[config.mk]
export PLATFORM = sky130hd
export DESIGN_NAME = drive_cal_seq
export DESIGN_NICKNAME = d
export VERILOG_FILES = /design/src/rtl/drive_cal_pkg.sv /design/src/rtl/cal_interval_timer.sv /design/src/rtl/cal_step_unit.sv /design/src/rtl/cal_apply_stage.sv /design/src/rtl/cal_settle_counter.sv /design/src/rtl/drive_cal_seq.sv
export SDC_FILE = /design/constraint.sdc
export NUM_CORES = 1
export LEC_CHECK = 0
export BUFFER_PORTS_ARGS = -buffer_cell sky130_fd_sc_hd__buf_2
export CORE_MARGIN = 10
export CORE_UTILIZATION = 45
export CTS_CLUSTER_SIZE = 25
export DETAILED_ROUTE_END_ITERATION = 10
export GPL_ROUTABILITY_DRIVEN = 1
export SETUP_SLACK_MARGIN = 0.2
export SLEW_MARGIN = 10
export SYNTH_ARGS = -nofsm -noshare
export SYNTH_HDL_FRONTEND = slang
export SYNTH_SLANG_ARGS = --single-unit
[constraint.sdc]
create_clock -name clk -period 2.6 [get_ports clk]
set_input_delay 0.13 -clock clk [delete_from_list [all_inputs] [get_ports clk]]
set_output_delay 0.13 -clock clk [all_outputs]
set_load 0.01 [all_outputs]
[src/rtl/drive_cal_pkg.sv]
package drive_cal_pkg;
  localparam int unsigned CODE_W = 6;

  typedef logic [CODE_W-1:0] code_t;

  typedef enum logic [1:0] {
    STEP_HOLD = 2'b00,
    STEP_UP   = 2'b01,
    STEP_DOWN = 2'b10
  } step_dir_e;

  function automatic code_t sat_move(input code_t cur, input step_dir_e dir);
    code_t res;
    res = cur;
    case (dir)
      STEP_UP:   if (cur != {CODE_W{1'b1}}) res = cur + code_t'(1);
      STEP_DOWN: if (cur != '0) res = cur - code_t'(1);
      default:   res = cur;
    endcase
    return res;
  endfunction
endpackage

[src/rtl/cal_interval_timer.sv]
module cal_interval_timer #(
  parameter int unsigned PERIOD = 32
) (
  input  logic clk,
  input  logic rst_n,
  output logic eval_pulse
);
  localparam int unsigned CW = (PERIOD > 2) ? $clog2(PERIOD) : 1;
  localparam logic [CW-1:0] LAST = CW'(PERIOD - 1);

  logic [CW-1:0] cnt_q;

  always_ff @(posedge clk or negedge rst_n) begin
    if (!rst_n) begin
      cnt_q <= '0;
    end else if (cnt_q == LAST) begin
      cnt_q <= '0;
    end else begin
      cnt_q <= cnt_q + CW'(1);
    end
  end

  assign eval_pulse = (cnt_q == LAST);
endmodule

[src/rtl/cal_step_unit.sv]
module cal_step_unit
  import drive_cal_pkg::*;
#(
  parameter int unsigned RESET_CODE = 32
) (
  input  logic  clk,
  input  logic  rst_n,
  input  logic  eval_en,
  input  logic  cmp_up,
  output code_t target
);
  step_dir_e dir;
  code_t     target_q;

  always_comb begin
    if (!eval_en)    dir = STEP_HOLD;
    else if (cmp_up) dir = STEP_UP;
    else             dir = STEP_DOWN;
  end

  always_ff @(posedge clk or negedge rst_n) begin
    if (!rst_n) target_q <= code_t'(RESET_CODE);
    else        target_q <= sat_move(target_q, dir);
  end

  assign target = target_q;
endmodule

[src/rtl/cal_apply_stage.sv]
module cal_apply_stage
  import drive_cal_pkg::*;
#(
  parameter int unsigned RESET_CODE = 32
) (
  input  logic  clk,
  input  logic  rst_n,
  input  logic  eval_en,
  input  logic  bus_idle,
  input  logic  freeze,
  input  code_t target,
  output code_t drv_q,
  output logic  pending
);
  logic  pend_q;
  code_t drv_r;
  logic  do_apply;

  assign do_apply = pend_q && bus_idle && !freeze;

  always_ff @(posedge clk or negedge rst_n) begin
    if (!rst_n) begin
      drv_r  <= code_t'(RESET_CODE);
      pend_q <= 1'b0;
    end else begin
      if (do_apply) drv_r <= target;
      if (eval_en)       pend_q <= 1'b1;
      else if (do_apply) pend_q <= 1'b0;
    end
  end

  assign drv_q   = drv_r;
  assign pending = pend_q;
endmodule

[src/rtl/cal_settle_counter.sv]
module cal_settle_counter #(
  parameter int unsigned SETTLE = 1024
) (
  input  logic clk,
  input  logic rst_n,
  input  logic idle,
  output logic ready
);
  localparam int unsigned SW = $clog2(SETTLE + 1);
  localparam logic [SW-1:0] LAST = SW'(SETTLE - 1);

  logic [SW-1:0] cnt_q;
  logic          rdy_q;

  always_ff @(posedge clk or negedge rst_n) begin
    if (!rst_n) begin
      cnt_q <= '0;
      rdy_q <= 1'b0;
    end else if (idle && !rdy_q) begin
      cnt_q <= cnt_q + SW'(1);
      if (cnt_q == LAST) rdy_q <= 1'b1;
    end
  end

  assign ready = rdy_q;
endmodule

[src/rtl/drive_cal_seq.sv]
module drive_cal_seq
  import drive_cal_pkg::*;
#(
  parameter int unsigned EVAL_PERIOD = 32,
  parameter int unsigned SETTLE_CYC  = 1024,
  parameter int unsigned RESET_CODE  = 32
) (
  input  logic              clk,
  input  logic              rst_n,
  input  logic              cmp_up,
  input  logic              bus_idle,
  input  logic              min_imp_strap,
  output logic [CODE_W-1:0] drv_code,
  output logic              cal_ready
);
  logic  eval_pulse;
  logic  eval_acc;
  code_t target_code;
  code_t drv_reg;
  logic  pend;

  cal_interval_timer #(.PERIOD(EVAL_PERIOD)) u_timer (
    .clk(clk), .rst_n(rst_n), .eval_pulse(eval_pulse)
  );

  assign eval_acc = eval_pulse && !min_imp_strap;

  cal_step_unit #(.RESET_CODE(RESET_CODE)) u_step (
    .clk(clk), .rst_n(rst_n), .eval_en(eval_acc), .cmp_up(cmp_up),
    .target(target_code)
  );

  cal_apply_stage #(.RESET_CODE(RESET_CODE)) u_apply (
    .clk(clk), .rst_n(rst_n), .eval_en(eval_acc), .bus_idle(bus_idle),
    .freeze(min_imp_strap), .target(target_code), .drv_q(drv_reg),
    .pending(pend)
  );

  cal_settle_counter #(.SETTLE(SETTLE_CYC)) u_settle (
    .clk(clk), .rst_n(rst_n), .idle(bus_idle), .ready(cal_ready)
  );

  assign drv_code = min_imp_strap ? {CODE_W{1'b1}} : drv_reg;
endmodule

# Word-level counts from Yosys, hierarchy flattened
# Index checks and enable logic that the tools add are counted.
[word_totals]
reg_bits = 30
input_bits = 5
out_inout_bits = 7
word_cells = 37
[classes]
n_addsub = 4
n_eq_ne = 7
mux = 9
n_reduce_logical = 11
[op_table]
columns = ["cell", "count"]
rows = [
  ["2-to-1 mux 6 bit", 3],
  ["case mux 6 bit (2 select lines)", 1],
  ["adder 11 x 1 -> 11 bit, second input constant", 1],
  ["== test 11 x 10 -> 1 bit, second input constant", 1],
  ["adder 6 x 1 -> 6 bit, second input constant", 1],
  ["!= test 6 bit, second input constant", 1],
  ["nonzero test 6 bit", 1],
  ["subtractor 6 x 1 -> 6 bit, second input constant", 1],
  ["adder 5 x 1 -> 5 bit, second input constant", 1],
  ["== test 5 bit, second input constant", 1],
  ["2-to-1 mux 5 bit", 1],
  ["logical AND 1 bit", 4],
  ["2-to-1 mux 2 bit", 2],
  ["!= test 2 x 1 -> 1 bit, second input constant", 2],
  ["nonzero test 2 bit", 2],
  ["AND reduction 3 bit", 1],
  ["== test 2 x 1 -> 1 bit, second input constant", 1],
  ["== test 2 bit, second input constant", 1],
  ["logical NOT 1 bit", 2],
  ["2-to-1 mux 1 bit", 2],
  ["AND reduction 2 bit", 1],
]

# Logic depth before layout (Yosys ltp)
[logic_depth]
depth_word = 6
mapped_depth = 10
depth_no_buf = 10

# Hierarchy
# Synthesis repeated with hierarchy kept, for this count alone.
[unflattened]
cells_unflattened = 124
hier_area_um2 = 1551.5
[modules_own_cells]
columns = ["module", "instances", "cells_each", "area_per_inst_um2", "seq_area_each_um2"]
rows = [
  ["cal_settle_counter", 1, 44, 568.0, 300.3],
  ["cal_step_unit", 1, 42, 452.9, 151.4],
  ["cal_apply_stage", 1, 16, 277.8, 176.4],
  ["cal_interval_timer", 1, 15, 209.0, 125.1],
  ["drive_cal_seq", 1, 7, 43.8, 0.0],
]

# Worst setup path after synthesis
# Ideal clock, no wire load.
[synth_timing]
kind = "flip-flop to flip-flop"
from = "reg u_timer.cnt_q[0]"
to = "reg u_step.target_q[4], in the netlist u_step.target[4]"
setup_ns = 0.079
t_arrival_ns = 2.298
t_required_ns = 2.521
setup_slack_ns = 0.223
stages_incl_launch_ff = 11
path_buffers = 0
synth_period_minus_slack_ns = 2.377
cell_sequence = "dfrtp_1 ha_1 and3_1 ha_1 or3b_2 xnor2_1 ha_1 nor3_1 nand2_1 a211oi_2 xor2_1"
[synth_via]
elab_chain_cells = 6
elab_cells_between_ends = 10
classes_between = "5 x eq/ne; 2 x mux; 3 x reduce/logical"
[synth_rtl]
columns = ["element", "line", "text"]
rows = [
  ["start, declared", "cal_interval_timer.sv:11", "logic [CW-1:0] cnt_q;"],
  ["start signal, assigned", "cal_interval_timer.sv:19", "cnt_q <= cnt_q + CW'(1);"],
  ["== test 5 bit (*)", "cal_interval_timer.sv:23", "assign eval_pulse = (cnt_q == LAST);"],
  ["logical AND 1 bit (*)", "drive_cal_seq.sv:26", "assign eval_acc = eval_pulse && !min_imp_strap;"],
  ["2-to-1 mux 2 bit (*)", "cal_step_unit.sv:16", "if (!eval_en) dir = STEP_HOLD;"],
  ["== test 2 bit / == test 2 x 1 -> 1 bit (equally long branches)", "drive_cal_pkg.sv:15", "case (dir)"],
  ["!= test 2 x 1 -> 1 bit (no source line) / nonzero test 2 bit (equally long branches)", "-", ""],
  ["AND reduction 3 bit (no source line)", "-", ""],
  ["end signal, assigned", "cal_step_unit.sv:22", "if (!rst_n) target_q <= code_t'(RESET_CODE);"],
  ["end signal, assigned", "cal_step_unit.sv:23", "else target_q <= sat_move(target_q, dir);"],
  ["end, declared", "cal_step_unit.sv:13", "code_t target_q;"],
]
# Every way passes the cells marked *; elsewhere a longest branch is shown, timed or not.
# A chain may end at the register's enable or synchronous reset.

# Worst setup path after layout
# Same ends and word-level chain as after synthesis.

==> metrics list <==
* Final-report hold violation count: 0
- Counting the buffers created by CTS gives 5.
* Final min period: 2.26 ns
- During I/O placement, the number of pins put on the boundary was 12.
- Core ar.: 3030 sq um
- Worst hold margin: 0.0364 ns
- The number of pins with negative max-slew slack in the final report was 0.
- Counting flops with a built-in enable in the synthesized netlist gives 0.
* Buffers added on ports: 11
- Setup repair after global routing could not meet its margin everywhere.
- The most common cell in the synthesized netlist is sky130_fd_sc_hd__dfrtp_1.
- FFs w/ async S/R, synth: 100%
* Via density: 5.01
* Overflow left after global routing: 0
- Relative area change from synthesis to final layout: 15.6%
- After the last flow step, the layout net total stands at 149.
* Power, Total: 1.08 mW
- After synthesis, the largest area contributor takes up 49.4% of total cell area.
- Pin count of the biggest net entering global routing: 31
* Placed inst area: 1520 sq um
* Data arrival time of the critical path: 2.52 ns
- Counting tap cells, the placed design contains a total of 174 instances.
- Number of antenna violations at the first check in global routing: 0
- Post-detailed-routing wire length: 2.43 mm
- The startpoint identified for the worst hold timing path is cmp_up.
- In this run the cell area of the synthesized design comes to 1420 sq um.
- The tool flagged a number of max-cap violations equal to 0.
- No sink is reached through more buffers than the 2 on the longest clock path.
* Clk_lat worst skew: 0.35 ns
- Number of nets produced by synthesis: 129
- Total number of clock tree sinks: 30
- Of all nets on the critical path, the largest fanout is 4.
* Worst Setup SP: u_timer.cnt_q[0]$_DFF_PN0_
- Synthesis produced 120 cells.
- The flow ran to the end, and the final reports show no timing, DRC or antenna violations.
- Final setup fails: 0
- Kind of critical path: register to register
* Data required time of the worst path: 2.86 ns
- Die Ht: 76.1 um
* Post-detailed-placement half-perimeter wirelength: 1.71 mm
- Fraction of layout instances using a drive strength above 1: 34.0%
- Number of vias in the routed layout: 927
- Min-delay worst type: input port to register
- Power per cell area: 659 nW/um^2
- Sequential cells were found to cover 53.1% of the synthesized design area.
- For this run, the top clock speed supported by timing is 442 MHz.
- The worst path uses 87.0% of the clock period.
* Wire length per cell: 13.2 um
- After synthesis, the netlist uses 32 different library cells.
- The via count of the first global-routing pass came to 919.
- The initial utilization of the core area, before any placement, comes to 46.8%.
* Measured slew at the worst slew-check pin: 0.652 ns
* Row count: 20
- After routing, the total negative slack on setup checks comes to 0 ns.
- Count of non-filler cells in the finished layout: 185
* H-tree depth reported by CTS: 2
- After detailed routing, the number of remaining DRC violations is 0.
- The die is 76.1 um wide.
- Dominant cells by area after synthesis: sky130_fd_sc_hd__dfrtp_1 49%, sky130_fd_sc_hd__xnor2_1 4.9%, sky130_fd_sc_hd__xor2_1 4.9%, sky130_fd_sc_hd__mux2_2 4.8%, sky130_fd_sc_hd__dfstp_2 3.7%
- TritonCTS built the clock tree.
* Diodes inserted: 0
- In this run the critical register-to-register path is launched from u_timer.cnt_q[0]$_DFF_PN0_.
* Cell accounting for the most synthesized area: sky130_fd_sc_hd__dfrtp_1
* Post-synthesis register bit count: 30
* Leakage dissipation: 0.790 nW
- Number of routed nets with antenna violations: 0
- GPL Wtd Cong: 0.778
- The worst-case IR drop observed on VDD is 0.341 mV.
- The worst setup path is captured at a register.
* Setup skew after layout: 0.0146 ns
- After synthesis, the most frequently instantiated cells are 28 x sky130_fd_sc_hd__dfrtp_1, 12 x sky130_fd_sc_hd__nand2_1, 8 x sky130_fd_sc_hd__xnor2_1, 8 x sky130_fd_sc_hd__xor2_1.
* Root buf cell: sky130_fd_sc_hd__clkbuf_4
- Global-route wire length before repair: 4.22 mm
- Total global-route track usage: 9.04%
* Area of all placed cells without fillers: 1640 sq um
- STA classifies the critical path startpoint as a register.
- Yosys synthesis warning count: 0
* Max-slew headroom at the worst pin: 56.5%
- DRC violation total after the first TritonRoute iteration: 38
* Clk pin slew, worst setup/hold paths: 0.10 ns
* Leading register cell type out of synthesis: sky130_fd_sc_hd__dfrtp_1
- Detailed-routing iteration count for the pre-antenna-repair pass: 4
- DIE AREA: 5800 sq um
* Average cell area after synthesis: 11.8 sq um
cells by family after synthesis:
logic type / after synthesis / synth area share, %
AOI/OAI and AO/OA: 11 / 6.35
and+or+nand+nor: 48 / 19.8
muxes: 7 / 5.47
adders and majority gates: 4 / 3.53
xor gates and xnor gates: 16 / 9.89
DFF: 30 / 53.1
buffers and inverters: 4 / 1.85
worst paths after layout:
check                                           endpoint  cells after the start  slack, ns
max                         u_step.target[4]$_DFFE_PN0P_                     10       0.34
min                         u_step.target[5]$_DFFE_PN1P_                      3       0.04
max reg2reg                 u_step.target[4]$_DFFE_PN0P_                     10       0.34
min reg2reg                u_settle.cnt_q[8]$_DFFE_PN0P_                      1       0.47
max in group asynchronous   u_step.target[4]$_DFFE_PN0P_                      2       1.83
min in group asynchronous  u_settle.cnt_q[0]$_DFFE_PN0P_                      2       0.34
sequential cells by signal, indices dropped and copies added, names as in the netlist:
signal           flops
u_apply.drv_q        6
u_settle.ready       1
u_timer.cnt_q        5
u_apply.pending      1
u_settle.cnt_q      11
u_step.target        6
cell usage in the layout (no fill, tap or decap), types with 3 or more instances in the layout:
| cell type | synthesis | layout |
|---|---|---|
| sky130_fd_sc_hd__xnor2_1 | 8 | 7 |
| sky130_fd_sc_hd__and3_1 | 5 | 5 |
| sky130_fd_sc_hd__o21ai_0 | 5 | 5 |
| sky130_fd_sc_hd__clkbuf_4 | 0 | 5 |
| sky130_fd_sc_hd__nand4_1 | 3 | 3 |
| sky130_fd_sc_hd__buf_2 | 0 | 11 |
| sky130_fd_sc_hd__nand2_1 | 12 | 12 |
| sky130_fd_sc_hd__buf_4 | 1 | 3 |
| sky130_fd_sc_hd__mux2_2 | 6 | 6 |
| sky130_fd_sc_hd__nor2_1 | 6 | 6 |
| sky130_fd_sc_hd__xor2_1 | 8 | 8 |
| sky130_fd_sc_hd__dfrtp_1 | 28 | 28 |
| sky130_fd_sc_hd__or2_2 | 6 | 6 |
| sky130_fd_sc_hd__nand3_1 | 3 | 3 |
area by class of cell:
class	count	area [sq um]
Tap cell	44	55.1
Clock inverter	3	40.0
Sequential cell	30	753
Multi-Input combinational cell	86	658
Clock buffer	5	37.5
Timing Repair Buffer	15	87.6
Fill cell	271	1390
Inverter	2	7.51
through the flow:
| step | setup WS [ns] | utilization (%) |
|---|---|---|
| finish | 0.338 | 54.1 |
| global route | 0.185 | 54.1 |
| CTS | 0.264 | 53.1 |
| detailed placement | 0.178 | 50.1 |
| global placement | 0.238 | 50.1 |
| floorplan | 0.223 | - |
worst max-delay path: stages, from the launching register on:
cell,delay (ns)
sky130_fd_sc_hd__dfrtp_1,0.38
sky130_fd_sc_hd__ha_2,0.19
sky130_fd_sc_hd__and3_1,0.15
sky130_fd_sc_hd__ha_1,0.15
sky130_fd_sc_hd__or3b_4,0.41
sky130_fd_sc_hd__xnor2_2,0.14
sky130_fd_sc_hd__ha_2,0.20
sky130_fd_sc_hd__nor3_2,0.10
sky130_fd_sc_hd__nand2_1,0.09
sky130_fd_sc_hd__a211oi_2,0.22
sky130_fd_sc_hd__xor2_1,0.15
layer usage:
| metal | vias up | GRT usage (%) | share of wire, % |
|---|---|---|---|
| met5 | - | 0 | 0 |
| li1 | 458 | - | - |
| met2 | 12 | 13.4 | 46 |
| met3 | 6 | 5.31 | 5.9 |
| met1 | 451 | 10.0 | 45 |
| met4 | 0 | 4.46 | 2.3 |
power breakdown:
| part | internal (mW) | leakage (nW) | switching (mW) |
|---|---|---|---|
| registers | 0.525 | 0.382 | 0.0527 |
| clock network | 0.199 | 0.0450 | 0.168 |
| logic | 0.0704 | 0.363 | 0.0653 |
timing repair:
item	CTS	global route
setup endpoints to repair	1	1
hold buffers	1	0
gates cloned	0	0
pin swaps	0	3
hold endpoints to repair	28	0
setup buffers	0	2
gates resized for setup	1	4
Power figures use the tool's default switching activity.
